**config.mk**
```make
export PLATFORM = sky130hd
export DESIGN_NAME = pgen_pair
export DESIGN_NICKNAME = d
export VERILOG_FILES = /design/src/rtl/pgen_pkg.sv /design/src/rtl/pgen_cnt.sv /design/src/rtl/pgen_regs.sv /design/src/rtl/pgen_pair.sv
export SDC_FILE = /design/constraint.sdc
export NUM_CORES = 1
export LEC_CHECK = 0
export ABC_AREA = 1
export CORE_ASPECT_RATIO = 2
export CORE_MARGIN = 1
export CORE_UTILIZATION = 55
export CTS_CLUSTER_DIAMETER = 150
export DETAILED_ROUTE_END_ITERATION = 8
export DONT_BUFFER_PORTS = 1
export GPL_ROUTABILITY_DRIVEN = 0
export PLACE_DENSITY = 0.73
export SLEW_MARGIN = 25
export SYNTH_ARGS = -nofsm -noshare
export SYNTH_HDL_FRONTEND = slang
export SYNTH_SLANG_ARGS = --single-unit
```
**constraint.sdc**
```tcl
create_clock -name clk_i -period 1.63 [get_ports clk_i]
set_input_delay 0.326 -clock clk_i [delete_from_list [all_inputs] [get_ports clk_i]]
set_output_delay 0.326 -clock clk_i [all_outputs]
set_load 0.02 [all_outputs]
```
**src/rtl/pgen_pkg.sv**
```systemverilog
package pgen_pkg;
  localparam int NCH = 2;
  localparam int AW  = 3;
  localparam logic [AW-1:0] CTRL_ADDR = 3'd4;

  typedef enum logic [1:0] {
    MODE_DUAL  = 2'b00,
    MODE_PRESC = 2'b01,
    MODE_CASC  = 2'b10
  } mode_e;

  localparam int B_RUN = 0;
  localparam int B_OE  = 3;
  localparam int B_IE  = 4;
  localparam int B_UF  = 5;
endpackage

```
**src/rtl/pgen_cnt.sv**
```systemverilog
module pgen_cnt #(
  parameter int W = 8
) (
  input  logic         clk_i,
  input  logic         rst_ni,
  input  logic         load_i,
  input  logic         dec_i,
  input  logic [W-1:0] load_val_i,
  output logic         zero_o
);
  logic [W-1:0] cnt_q;

  always_ff @(posedge clk_i or negedge rst_ni) begin
    if (!rst_ni)     cnt_q <= '0;
    else if (load_i) cnt_q <= load_val_i;
    else if (dec_i)  cnt_q <= cnt_q - W'(1);
  end

  assign zero_o = (cnt_q == '0);
endmodule

```
**src/rtl/pgen_regs.sv**
```systemverilog
module pgen_regs import pgen_pkg::*; #(
  parameter int DW = 8
) (
  input  logic          clk_i,
  input  logic          rst_ni,
  input  logic          we_i,
  input  logic          rmw_i,
  input  logic [AW-1:0] addr_i,
  input  logic [DW-1:0] wdata_i,
  input  logic          uf_set_i,
  output logic [DW-1:0] rdata_o,
  output logic [DW-1:0] rld_lo_o [NCH],
  output logic [DW-1:0] rld_hi_o [NCH],
  output logic          run_o,
  output mode_e         mode_o,
  output logic          oe_o,
  output logic          ie_o,
  output logic          uf_o
);
  logic ctrl_wr;
  assign ctrl_wr = we_i && (addr_i == CTRL_ADDR);

  for (genvar k = 0; k < NCH; k++) begin : g_rld
    localparam logic [AW-1:0] LO_ADDR = AW'(2 * k);
    localparam logic [AW-1:0] HI_ADDR = AW'(2 * k + 1);
    logic [DW-1:0] lo_q, hi_q;
    always_ff @(posedge clk_i or negedge rst_ni) begin
      if (!rst_ni) begin
        lo_q <= '0;
        hi_q <= '0;
      end else if (we_i) begin
        if (addr_i == LO_ADDR) lo_q <= wdata_i;
        if (addr_i == HI_ADDR) hi_q <= wdata_i;
      end
    end
    assign rld_lo_o[k] = lo_q;
    assign rld_hi_o[k] = hi_q;
  end

  always_ff @(posedge clk_i or negedge rst_ni) begin
    if (!rst_ni) begin
      run_o  <= 1'b0;
      mode_o <= MODE_DUAL;
      oe_o   <= 1'b0;
      ie_o   <= 1'b0;
    end else if (ctrl_wr) begin
      run_o  <= wdata_i[B_RUN];
      mode_o <= mode_e'(wdata_i[2:1]);
      oe_o   <= wdata_i[B_OE];
      ie_o   <= wdata_i[B_IE];
    end
  end

  // hardware set beats software clear; writing 1 is ignored
  always_ff @(posedge clk_i or negedge rst_ni) begin
    if (!rst_ni)                          uf_o <= 1'b0;
    else if (uf_set_i)                    uf_o <= 1'b1;
    else if (ctrl_wr && !wdata_i[B_UF])   uf_o <= 1'b0;
  end

  always_comb begin
    rdata_o = '0;
    if (addr_i == CTRL_ADDR) begin
      rdata_o[B_RUN] = run_o;
      rdata_o[2:1]   = mode_o;
      rdata_o[B_OE]  = oe_o;
      rdata_o[B_IE]  = ie_o;
      rdata_o[B_UF]  = uf_o | rmw_i;
    end else if (addr_i < CTRL_ADDR) begin
      rdata_o = addr_i[0] ? rld_hi_o[addr_i[1]] : rld_lo_o[addr_i[1]];
    end
  end
endmodule

```
**src/rtl/pgen_pair.sv**
```systemverilog
module pgen_pair import pgen_pkg::*; #(
  parameter int DW = 8
) (
  input  logic          clk_i,
  input  logic          rst_ni,
  input  logic          cnt_en_i,
  input  logic          reg_we_i,
  input  logic          reg_rmw_i,
  input  logic [AW-1:0] reg_addr_i,
  input  logic [DW-1:0] reg_wdata_i,
  output logic [DW-1:0] reg_rdata_o,
  input  logic          gpio_i,
  output logic          pin_o,
  output logic          irq_o
);
  logic [DW-1:0] rld_lo [NCH];
  logic [DW-1:0] rld_hi [NCH];
  logic          run_q, oe_q, ie_q, uf_q, uf_set;
  mode_e         mode_q;
  logic          tick;
  logic          dec  [NCH];
  logic          uf   [NCH];
  logic          zero [NCH];
  logic          lvl_q [NCH];

  pgen_regs #(.DW(DW)) i_regs (
    .clk_i    (clk_i),
    .rst_ni   (rst_ni),
    .we_i     (reg_we_i),
    .rmw_i    (reg_rmw_i),
    .addr_i   (reg_addr_i),
    .wdata_i  (reg_wdata_i),
    .uf_set_i (uf_set),
    .rdata_o  (reg_rdata_o),
    .rld_lo_o (rld_lo),
    .rld_hi_o (rld_hi),
    .run_o    (run_q),
    .mode_o   (mode_q),
    .oe_o     (oe_q),
    .ie_o     (ie_q),
    .uf_o     (uf_q)
  );

  assign tick = run_q & cnt_en_i;

  always_comb begin
    unique case (mode_q)
      MODE_PRESC: begin
        dec[0] = tick;
        uf[0]  = tick & zero[0];
        dec[1] = uf[0];
        uf[1]  = uf[0] & zero[1];
      end
      MODE_CASC: begin
        // upper byte steps only when lower byte wraps
        dec[0] = tick;
        dec[1] = tick & zero[0];
        uf[0]  = tick & zero[0] & zero[1];
        uf[1]  = uf[0];
      end
      default: begin
        dec[0] = tick;
        dec[1] = tick;
        uf[0]  = tick & zero[0];
        uf[1]  = tick & zero[1];
      end
    endcase
  end

  for (genvar k = 0; k < NCH; k++) begin : g_ch
    logic          sel_hi, load;
    logic [DW-1:0] ld_val;

    // in cascade both bytes follow the upper channel's phase
    assign sel_hi = (mode_q == MODE_CASC) ? ~lvl_q[NCH-1] : ~lvl_q[k];
    assign load   = ~run_q | uf[k];
    assign ld_val = (run_q & sel_hi) ? rld_hi[k] : rld_lo[k];

    pgen_cnt #(.W(DW)) i_cnt (
      .clk_i      (clk_i),
      .rst_ni     (rst_ni),
      .load_i     (load),
      .dec_i      (dec[k]),
      .load_val_i (ld_val),
      .zero_o     (zero[k])
    );

    always_ff @(posedge clk_i or negedge rst_ni) begin
      if (!rst_ni)     lvl_q[k] <= 1'b0;
      else if (!run_q) lvl_q[k] <= 1'b0;
      else if (uf[k])  lvl_q[k] <= ~lvl_q[k];
    end
  end

  assign uf_set = uf[NCH-1];
  assign pin_o  = oe_q ? lvl_q[NCH-1] : gpio_i;
  assign irq_o  = ie_q & uf_q;
endmodule

```
==> flow_metrics.tcl <==
set metrics [dict create \
    drt-initial-drc-count 142 \
    htreeDepth 2 \
    clk_pin_slew_ps 70 \
    syn_inst 437 \
    synth_edf_count 0 \
    area_delta_synth_final_pct 16.7 \
    synth_fp_nets 458 \
    grt_max_degree 57 \
    synth.distinct_cells 33 \
    drive_gt1_frac 0.237 \
    met1_length_um 3160 \
    violations "design-rule violations, negative hold slack" \
    cellPowerDensity_nw_per_um2 1410 \
    dieArea_sq_um 6320 \
    start_util 0.572 \
    ys_ff_latch 56 \
    cts_root_buffer "clkbuf_16" \
    final_max_slew_viol_count 0 \
    crit_chain "ha_4, nor2_4, nand2_2, nand2_2, nor2_4, nand2_8, buf_6, nand3_2, nand2_1, nand2_1, nand2_1" \
    grt-ovfl-total 0 \
    slew_headroom 0.700 \
    period_share 0.982 \
    synth_warnings 0 \
    hold_class "in2async" \
    vias 2961 \
    wl_met2_um 4870 \
    cp_common_cell "nand2_1" \
    period_needed_ps 1600 \
    tns_ps 0 \
    dr.max_layer_used "met4" \
    power.leakage_nw 1.90 \
    num-nets-final 479 \
    netlist.area_leader.share 0.426 \
    fin_util 0.668 \
    netlist_area_sq_um 3290 \
    drcViolationCount 2 \
    cts_tree "built" \
    cp_data_required_time_ps 1830 \
    ys_seq_area_frac 0.426 \
    worstMarginPinSlew_ps 452 \
    met3_length_um 253 \
    viasPerCell 5.69 \
    crit_fanout 5 \
    io_pins 27 \
    holdWs_ps -287 \
    fmax_mhz 624 \
    hold_viol_final 56 \
    crit_arrival_ps 1800 \
    slowest_stage "dfrtp_2" \
    cts_made_buffers 5 \
    ant_nets 0 \
    dieHeight_um 111 \
    yosysTopAreaCell "dfrtp_1" \
    grt_pass1_vias 3028 \
    cts_sinks 56 \
    clk_path_buf_depth 2 \
    critPathKind "reg2reg" \
    ys.flop_type "dfrtp_1" \
    grt_usage 0.294 \
    n_antenna_cell 0 \
    row_count 39 \
    maxCapViolations 0 \
    rsz0062_at_grt "true" \
    status "finished with violations" \
    chipWidth_um 56.7 \
    grt_pass1_wl_um 14000 \
    worst_path_largest_cell_delay_ps 450 \
    port_buffers 0 \
    ys_top_cells_by_area "dfrtp_1 43%, nand2_1 16%, o21ai_1 6.2%, inv_1 4.9%, nand3_1 3.8%" \
    setup_viol 0 \
    cp-start-kind "flip-flop" \
    synth_area_per_cell_sq_um 7.54 \
    ir_drop_v 0.00110 \
    end_kind "flip-flop" \
    power_mw 5.41 \
    final.setup_skew_ps 4.75 \
    drtPass1Iterations 7 \
    core_area_sq_um 5760 \
    wire_per_inst_um 16.6 \
    hpwl_um 6290 \
    r2r_slack_ps 30 \
    synthArstFlopShare 1.00 \
    finalWirelength_um 8650 \
    clock_latency_ps 300 \
    grt_antenna_before_repair 0 \
]
## synth_stat cells (4+ instances only)
cell / number
ha_1: 4
buf_2: 8
nand2_1: 142
o21ai_1: 41
nand3_2: 6
dfrtp_1: 56
nor2_1: 20
inv_1: 43
nand2_4: 4
nand2_2: 12
buf_4: 4
o2111ai_1: 5
mux2i_1: 4
a21oi_2: 4
nand3_1: 25
inv_2: 9
o21ai_0: 24
## worst max-delay path: cells and delay by family (launching register included)
kind / cells / cell delay, ps
fa+ha+maj: 1 / 300
buf+inv: 1 / 130
flops: 1 / 450
simple gates: 9 / 630
## area by class of cell
| type | instances | area [sq um] |
|---|---|---|
| repair buffers | 27 | 255 |
| clock inverters | 1 | 7.51 |
| well taps | 61 | 76.3 |
| inverters | 53 | 200 |
| clock buffers | 7 | 143 |
| flip-flops and latches | 56 | 1400 |
| multi-input cells | 315 | 1760 |
| fillers | 481 | 1910 |
## layer usage
| metal | track usage | up-vias |
|---|---|---|
| met4 | 0.225 | 0 |
| met5 | 0 | - |
| met1 | 0.298 | 1412 |
| met2 | 0.514 | 68 |
| met3 | 0.0557 | 28 |
| li1 | - | 1453 |
## state kept, by name, summed over array words and instances, names as in the netlist
signal	count
i_regs.ie_o	1
i_regs.g_rld.hi_q	16
i_regs.g_rld.lo_q	16
i_regs.oe_o	1
g_ch.i_cnt.cnt_q	16
i_regs.mode_o	2
i_regs.uf_o	1
i_regs.run_o	1
lvl_q	2
## logic make-up (layout without fill, tap and decap cells)
group / count (synthesis) / after routing / share of synthesized area
compound gates: 84 / 84 / 0.146
xor+xnor: 5 / 5 / 0.0133
fa+ha+maj: 4 / 4 / 0.0152
buf+inv: 67 / 88 / 0.0900
flops: 56 / 56 / 0.426
mux: 4 / 4 / 0.0122
simple gates: 217 / 218 / 0.298
## layout by cell type (no fill, tap or decap), drive strengths merged, types with 2 or more instances in the layout
cell     count
a21oi        6
a221oi       2
a22o         2
buf         27
clkbuf       7
dfrtp       56
ha           4
inv         52
mux2i        4
nand2      159
nand3       31
nor2        25
o2111ai      5
o211ai       2
o21ai       66
xnor2        3
xor2         2
## where the power goes
group,switching [mW],internal [mW]
logic,1.32,0.897
registers,0.312,1.76
clock network,0.507,0.614
## per-stage QoR
step                      instance area, sq um  setup WS, ps  instances
after floorplan                           3290           116        437
after global placement                    3450          40.9        502
after detailed placement                  3450          6.49        502
after CTS                                 3600         0.828        510
after global routing                      3840         -52.3        520
final                                     3840          28.7        520
## final timing paths
path / startpoint / end / cells past startpoint
setup reg to reg: i_regs.mode_o[1]$_DFFE_PN0P_ / g_ch[1].i_cnt.cnt_q[5]$_DFFE_PN0P_ / 11
setup / recovery: i_regs.mode_o[1]$_DFFE_PN0P_ / g_ch[1].i_cnt.cnt_q[5]$_DFFE_PN0P_ / 11
hold / removal: rst_ni / g_ch[0].i_cnt.cnt_q[1]$_DFFE_PN0P_ / 0
hold reg to reg: i_regs.g_rld[0].hi_q[7]$_DFFE_PN0P_ / i_regs.g_rld[0].hi_q[7]$_DFFE_PN0P_ / 2
max in group asynchronous: rst_ni / i_regs.mode_o[1]$_DFFE_PN0P_ / 0
min in group clk_i: reg_wdata_i[5] / i_regs.uf_o$_DFFE_PN0P_ / 2
## what timing repair did
action                                 in CTS  in global routing
buffers inserted                            0                  9
cloned                                      0                  1
setup endpoints to repair                   5                 23
resized for setup                           2                 48
endpoints found under the hold margin      56                 56
pin swaps                                   1                 10
(Power assumes the default switching activity.)
